<file path="src/rtl/dmc_pkg.sv">
package dmc_pkg;

    // Mode state machine
    typedef enum logic [1:0] {
        MD_TXONLY = 2'd0,
        MD_PROBE  = 2'd1,
        MD_LOCKED = 2'd2
    } mode_state_t;

    // Control byte monitor
    typedef enum logic [1:0] {
        MON_IDLE  = 2'd0,
        MON_SHIFT = 2'd1,
        MON_ACK   = 2'd2,
        MON_DONE  = 2'd3
    } mon_state_t;

    // Indices of the synchronized lines
    localparam int LN_BCLK  = 0;
    localparam int LN_BDAT  = 1;
    localparam int LN_TXCLK = 2;
    localparam int N_LINES  = 3;

endpackage

</file>
<file path="src/rtl/line_sync.sv">
module line_sync #(
    parameter int   STAGES  = 2,
    parameter logic RST_VAL = 1'b0
) (
    input  logic clk,
    input  logic rst_n,
    input  logic raw_i,
    output logic level_o,
    output logic rise_o,
    output logic fall_o
);
    logic [STAGES-1:0] chain;
    logic              prev;

    always_ff @(posedge clk or negedge rst_n) begin
        if (!rst_n) begin
            chain <= {STAGES{RST_VAL}};
            prev  <= RST_VAL;
        end else begin
            chain <= {chain[STAGES-2:0], raw_i};
            prev  <= chain[STAGES-1];
        end
    end

    assign level_o = chain[STAGES-1];
    assign rise_o  = chain[STAGES-1] & ~prev;
    assign fall_o  = ~chain[STAGES-1] & prev;

endmodule

</file>
<file path="src/rtl/bus_cond.sv">
module bus_cond (
    input  logic clk,
    input  logic rst_n,
    input  logic clk_lvl_i,
    input  logic dat_rise_i,
    input  logic dat_fall_i,
    output logic start_ok_o,
    output logic stop_o
);
    logic busy;
    logic start_raw;

    assign start_raw  = dat_fall_i & clk_lvl_i;
    assign stop_o     = dat_rise_i & clk_lvl_i;
    assign start_ok_o = start_raw & ~busy;

    always_ff @(posedge clk or negedge rst_n) begin
        if (!rst_n) begin
            busy <= 1'b0;
        end else if (stop_o) begin
            busy <= 1'b0;
        end else if (start_raw) begin
            busy <= 1'b1;
        end
    end

    AST_BUSY_AFTER_START: assert property (@(posedge clk) disable iff (!rst_n)
        start_ok_o |=> busy);
    AST_FREE_AFTER_STOP: assert property (@(posedge clk) disable iff (!rst_n)
        stop_o |=> !busy);

endmodule

</file>
<file path="src/rtl/ctrl_byte_mon.sv">
module ctrl_byte_mon
    import dmc_pkg::*;
#(
    parameter int              ADDR_W    = 7,
    parameter logic [ADDR_W-1:0] CTRL_CODE = 7'b1010000
) (
    input  logic clk,
    input  logic rst_n,
    input  logic start_ok_i,
    input  logic stop_i,
    input  logic clk_rise_i,
    input  logic dat_lvl_i,
    output logic lock_o
);
    localparam int BYTE_W = ADDR_W + 1;
    localparam int NB_W   = $clog2(BYTE_W);

    mon_state_t        st;
    logic [BYTE_W-1:0] shreg;
    logic [NB_W-1:0]   nbits;

    always_ff @(posedge clk or negedge rst_n) begin
        if (!rst_n) begin
            st    <= MON_IDLE;
            shreg <= '0;
            nbits <= '0;
        end else if (stop_i) begin
            st <= MON_IDLE;
        end else if (start_ok_i) begin
            st    <= MON_SHIFT;
            nbits <= '0;
        end else begin
            unique case (st)
                MON_IDLE: ;
                MON_SHIFT: begin
                    if (clk_rise_i) begin
                        shreg <= {shreg[BYTE_W-2:0], dat_lvl_i};
                        if (nbits == NB_W'(BYTE_W - 1)) begin
                            st <= MON_ACK;
                        end else begin
                            nbits <= nbits + 1'b1;
                        end
                    end
                end
                MON_ACK: begin
                    if (clk_rise_i) begin
                        st <= MON_DONE;
                    end
                end
                MON_DONE: ;
            endcase
        end
    end

    always_comb begin
        lock_o = (st == MON_ACK) && clk_rise_i && !dat_lvl_i
                 && (shreg[BYTE_W-1 -: ADDR_W] == CTRL_CODE)
                 && !stop_i && !start_ok_i;
    end

    AST_LOCK_ENDS_CAPTURE: assert property (@(posedge clk) disable iff (!rst_n)
        lock_o |=> (st == MON_DONE));
    AST_CAPTURE_FROM_START: assert property (@(posedge clk) disable iff (!rst_n)
        (st == MON_IDLE && !start_ok_i) |=> (st == MON_IDLE));

endmodule

</file>
<file path="src/rtl/edge_counter.sv">
module edge_counter #(
    parameter int LIMIT = 128
) (
    input  logic clk,
    input  logic rst_n,
    input  logic en_i,
    input  logic idle_i,
    input  logic inc_i,
    input  logic clr_i,
    output logic hit_o
);
    localparam int CW = $clog2(LIMIT + 1);

    logic [CW-1:0] cnt;

    always_ff @(posedge clk or negedge rst_n) begin
        if (!rst_n) begin
            cnt <= '0;
        end else if (!en_i || clr_i) begin
            cnt <= '0;
        end else if (inc_i && idle_i && (cnt != CW'(LIMIT))) begin
            cnt <= cnt + 1'b1;
        end
    end

    assign hit_o = (cnt == CW'(LIMIT));

    AST_CNT_CEILING: assert property (@(posedge clk) disable iff (!rst_n)
        cnt <= CW'(LIMIT));
    AST_CNT_CLEAR_ON_FALL: assert property (@(posedge clk) disable iff (!rst_n)
        clr_i |=> (cnt == '0));

endmodule

</file>
<file path="src/rtl/dualmode_mode_ctrl.sv">
module dualmode_mode_ctrl
    import dmc_pkg::*;
#(
    parameter int         SYNC_STAGES = 2,
    parameter int         VCLK_LIMIT  = 128,
    parameter int         ADDR_W      = 7,
    parameter logic [6:0] CTRL_CODE   = 7'b1010000
) (
    input  logic clk,
    input  logic rst_n,
    input  logic bus_clk_i,
    input  logic bus_dat_i,
    input  logic txclk_i,
    output logic bidir_mode_o,
    output logic wr_qual_o,
    output logic tx_restart_o
);
    // Idle values of the lines: bus lines rest high, transmit clock low
    localparam logic [N_LINES-1:0] IDLE_VALS = 3'b011;

    logic [N_LINES-1:0] raw;
    logic [N_LINES-1:0] lvl;
    logic [N_LINES-1:0] rise;
    logic [N_LINES-1:0] fall;

    assign raw = {txclk_i, bus_dat_i, bus_clk_i};

    for (genvar g = 0; g < N_LINES; g++) begin : g_sync
        line_sync #(
            .STAGES  (SYNC_STAGES),
            .RST_VAL (IDLE_VALS[g])
        ) u_sync (
            .clk     (clk),
            .rst_n   (rst_n),
            .raw_i   (raw[g]),
            .level_o (lvl[g]),
            .rise_o  (rise[g]),
            .fall_o  (fall[g])
        );
    end

    logic unused_txclk_fall;
    assign unused_txclk_fall = fall[LN_TXCLK];

    logic start_ok;
    logic stop;
    logic lock;
    logic hit;

    bus_cond u_cond (
        .clk        (clk),
        .rst_n      (rst_n),
        .clk_lvl_i  (lvl[LN_BCLK]),
        .dat_rise_i (rise[LN_BDAT]),
        .dat_fall_i (fall[LN_BDAT]),
        .start_ok_o (start_ok),
        .stop_o     (stop)
    );

    ctrl_byte_mon #(
        .ADDR_W    (ADDR_W),
        .CTRL_CODE (CTRL_CODE[ADDR_W-1:0])
    ) u_mon (
        .clk        (clk),
        .rst_n      (rst_n),
        .start_ok_i (start_ok),
        .stop_i     (stop),
        .clk_rise_i (rise[LN_BCLK]),
        .dat_lvl_i  (lvl[LN_BDAT]),
        .lock_o     (lock)
    );

    mode_state_t st, st_nx;

    edge_counter #(
        .LIMIT (VCLK_LIMIT)
    ) u_cnt (
        .clk    (clk),
        .rst_n  (rst_n),
        .en_i   (st == MD_PROBE),
        .idle_i (lvl[LN_BCLK]),
        .inc_i  (rise[LN_TXCLK]),
        .clr_i  (fall[LN_BCLK]),
        .hit_o  (hit)
    );

    // State register
    always_ff @(posedge clk or negedge rst_n) begin
        if (!rst_n) begin
            st <= MD_TXONLY;
        end else begin
            st <= st_nx;
        end
    end

    // Next state
    always_comb begin
        st_nx = st;
        unique case (st)
            MD_TXONLY: if (fall[LN_BCLK]) st_nx = MD_PROBE;
            MD_PROBE: begin
                if (lock) begin
                    st_nx = MD_LOCKED;
                end else if (hit) begin
                    st_nx = MD_TXONLY;
                end
            end
            MD_LOCKED: st_nx = MD_LOCKED;
            default:   st_nx = MD_TXONLY;
        endcase
    end

    // Outputs
    always_comb begin
        bidir_mode_o = (st != MD_TXONLY);
        wr_qual_o    = (st != MD_TXONLY) && lvl[LN_TXCLK];
        tx_restart_o = (st == MD_PROBE) && hit && !lock;
    end

    AST_LOCK_STICKY: assert property (@(posedge clk) disable iff (!rst_n)
        (st == MD_LOCKED) |=> (st == MD_LOCKED));
    AST_WRQ_NEEDS_BIDIR: assert property (@(posedge clk) disable iff (!rst_n)
        wr_qual_o |-> bidir_mode_o);
    AST_RESTART_EXITS: assert property (@(posedge clk) disable iff (!rst_n)
        tx_restart_o |=> (!bidir_mode_o && !tx_restart_o));
    AST_TXONLY_HOLDS: assert property (@(posedge clk) disable iff (!rst_n)
        (st == MD_TXONLY && !fall[LN_BCLK]) |=> (st == MD_TXONLY));

endmodule

</file>
<file path="config.mk">
export PLATFORM = sky130hd
export DESIGN_NAME = dualmode_mode_ctrl
export DESIGN_NICKNAME = d
export VERILOG_FILES = /design/src/rtl/dmc_pkg.sv /design/src/rtl/line_sync.sv /design/src/rtl/bus_cond.sv /design/src/rtl/ctrl_byte_mon.sv /design/src/rtl/edge_counter.sv /design/src/rtl/dualmode_mode_ctrl.sv
export SDC_FILE = /design/constraint.sdc
export NUM_CORES = 1
export LEC_CHECK = 0
export BUFFER_PORTS_ARGS = -buffer_cell sky130_fd_sc_hd__buf_2
export CORE_UTILIZATION = 30
export DETAILED_ROUTE_END_ITERATION = 10
export GPL_ROUTABILITY_DRIVEN = 0
export PLACE_DENSITY_LB_ADDON = 0.2
export REMOVE_ABC_BUFFERS = 1
export SLEW_MARGIN = 10
export SYNTH_ARGS = -nofsm -noshare
export SYNTH_HDL_FRONTEND = slang
export SYNTH_HIERARCHICAL = 1
export SYNTH_SLANG_ARGS = --single-unit
</file>
<file path="constraint.sdc">
create_clock -name clk -period 3 [get_ports clk]
set_clock_uncertainty 0.2 [all_clocks]
set_input_delay 0.75 -clock clk [delete_from_list [all_inputs] [get_ports clk]]
set_output_delay 0.75 -clock clk [all_outputs]
set_load 0.005 [all_outputs]
</file>
==> metrics <==
TritonCTS Sinks 33; Initial DRT Pass Iterations 4; library cell appearing most often on the critical path nor2_2; Critical Path End Type primary output; internal portion of total power 0.0008986 W; post-synth design cell area 1588 µm²; Port Buf Inserts 7; Die ar. 5588 µm²; Least-Margin Pin Slew 0.7263 ns; quantity of hold-fixing buffers added after cts 0; master of the slowest instance on the critical path dfstp_2; count of endpoints failing setup in the final report 0; worst path bufs/invs 2; Max Cap Violations 0; worst hold stages 0; Worst EP arrival 1.95 ns; GRT Total Usage 0.1181; maximum single-stage delay on the critical path 0.54 ns; Switch Pwr 0.0003125 W; area of the core 5107 µm²; sequence of cells on the critical path and2b_2 > nand2_2 > nor2_2 > nor2_2 > nand4_1 > nor4_2 > buf_4 > and3b_1 > buf_2; number of CTS-inserted buffers 5; insertion delay to the later sink of the worst-skew pair 0.28 ns; pins over their slew limit 0; logic depth of the worst register-to-register path 7; worst ir drop on vdd 382.8 µV; number of antenna violations at the first check in global routing 0; cell depth of the worst setup path 9; Synth warnings 6; status finished, final reports clean; Ports 8; routed length on met3 79 µm; instance count of the mapped netlist 135; achievable frequency 0.3452 GHz; Area growth, synth to finish 17.42%; overall power after layout 0.001211 W; Hold WC Path Type flop to flop; type of element launching the critical path flop; clock-pin transition on the worst setup and hold timing paths 0.07 ns; gate family responsible for the most delay along the worst path simple AND/OR/NAND/NOR gates; number of global-route vias before repair 1063; clock tree from TritonCTS done; switching fraction of total power 0.2580; iteration-0 DRC count of the detailed router 30; final hold viol count 0; proportion of power drawn by flip-flops and latches 0.464; Antenna Cells 0; CTS root buffer clkbuf_8; worst-path maximum fanout 5; buffer depth of the longest clock path 2; Combinational Power Share 0.185; post-DP HPWL 1.911 mm; total wire length after detailed routing 2.731 mm; grt ovf 0; WL met1 1.245 mm; num rows 26; total of fill cells in the finished design 517; final setup slack of the worst path 0.1033 ns; Horiz. Die Dim 74.75 µm; Slew Limit Headroom 0.5158; effective utilization at floorplan 0.3109; layout cells sized above 1 0.3052; number of nets in the final layout 165; endpoint required time on the critical path 2.05 ns; per-instance average area after synthesis 11.76 µm²; total power divided by cell area 649.6 nW/µm²; global-route wire length before repair 4.823 mm; R2R setup slack 0.77 ns; Remaining DRCs 0; Leakage Power 0.8060 nW; antenna-violating nets left 0; # H-tree levels 2; shortest period the worst path allows 2.897 ns; post-placement worst setup slack 0.1725 ns; crit share post-route 0.9656; number of vias in the routed layout 1060; post-layout utilization of the core 0.3650; clock group share of total power 0.350; WL met2 1.375 mm; unrepaired setup endpoints after global routing yes; vertical die dimension 74.75 µm; vias per cell 4.732; largest net degree at the start of global routing 34; critical path type flop to primary output; highest routed metal layer met4; Wirelength per Cell 12.19 µm; summed negative setup slack over all endpoints 0 ns
-- sequential cells by signal, summed over array words and instances (netlist names) --
register,count
st,2
g_sync.u_sync/chain,6
u_cnt/cnt,8
u_cond/busy,1
u_mon/nbits,3
u_mon/st,2
u_mon/shreg,8
g_sync.u_sync/prev,3
-- power by group through the flow --
stage          clock [W]  sequential (W)  combinational [W]
2_1_floorplan          0        0.000556           0.000169
3_3_place_gp           0        0.000569           0.000215
3_5_place_dp           0        0.000570           0.000222
4_1_cts         0.000442        0.000562           0.000226
5_1_grt         0.000457        0.000572           0.000256
6_report        0.000424        0.000562           0.000224
-- final timing paths --
check	from	endpoint
max	g_sync[1].u_sync/chain[1]$_DFF_PN1_	tx_restart_o
min	g_sync[2].u_sync/chain[0]$_DFF_PN0_	g_sync[2].u_sync/chain[1]$_DFF_PN0_
max reg2reg	g_sync[1].u_sync/chain[1]$_DFF_PN1_	u_mon/shreg[2]$_DFFE_PN0P_
min reg2reg	g_sync[2].u_sync/chain[0]$_DFF_PN0_	g_sync[2].u_sync/chain[1]$_DFF_PN0_
max in group asynchronous	rst_n	u_mon/shreg[1]$_DFFE_PN0P_
min in group asynchronous	rst_n	u_mon/nbits[2]$_DFFE_PN0P_
-- cell type report --
cell class	count	area, µm²	area share
Sequential cell	33	833.3	0.4470
Clock inverter	1	30.03	0.01611
Inverter	6	22.52	0.01208
Timing Repair Buffer	12	72.57	0.03893
Multi-Input combinational cell	95	732.0	0.3926
Clock buffer	7	86.33	0.04631
Tap cell	70	87.58	0.04698
-- repair_timing --
action / in CTS / in global routing
pin swaps: 2 / 0
gates resized for setup: 0 / 3
setup buffers: 3 / 0
setup endpoints to repair: 1 / 1
-- routing by layer --
metal | vias to the layer above | global-route usage
li1 | 520 | -
met1 | 521 | 0.1360
met2 | 15 | 0.2002
met3 | 4 | 0.03614
met4 | 0 | 0.05660
met5 | - | 0
-- cell usage in the layout, fill, tap and decap left out, types with 3 or more instances in the layout --
cell	instances
ha_1	7
or4_1	3
dfstp_2	6
nand2b_1	3
mux2_4	8
a21oi_1	8
buf_2	7
mux2i_1	4
o21ai_0	6
nand2_1	12
nand4_1	3
inv_1	6
nor2b_1	5
clkbuf_8	6
dfrtp_1	27
nor2_2	3
buf_4	5
-- metrics by stage --
step / cell area (µm²) / cells / hold slack [ns]
2_1_floorplan: 1577 / 134 / 0.1312
3_3_place_gp: 1714 / 213 / 0.1337
3_5_place_dp: 1714 / 213 / 0.1413
4_1_cts: 1853 / 224 / 0.1562
5_1_grt: 1864 / 224 / 0.1640
6_report: 1864 / 224 / 0.1527
No activity file was read; power rests on OpenSTA's default activity.
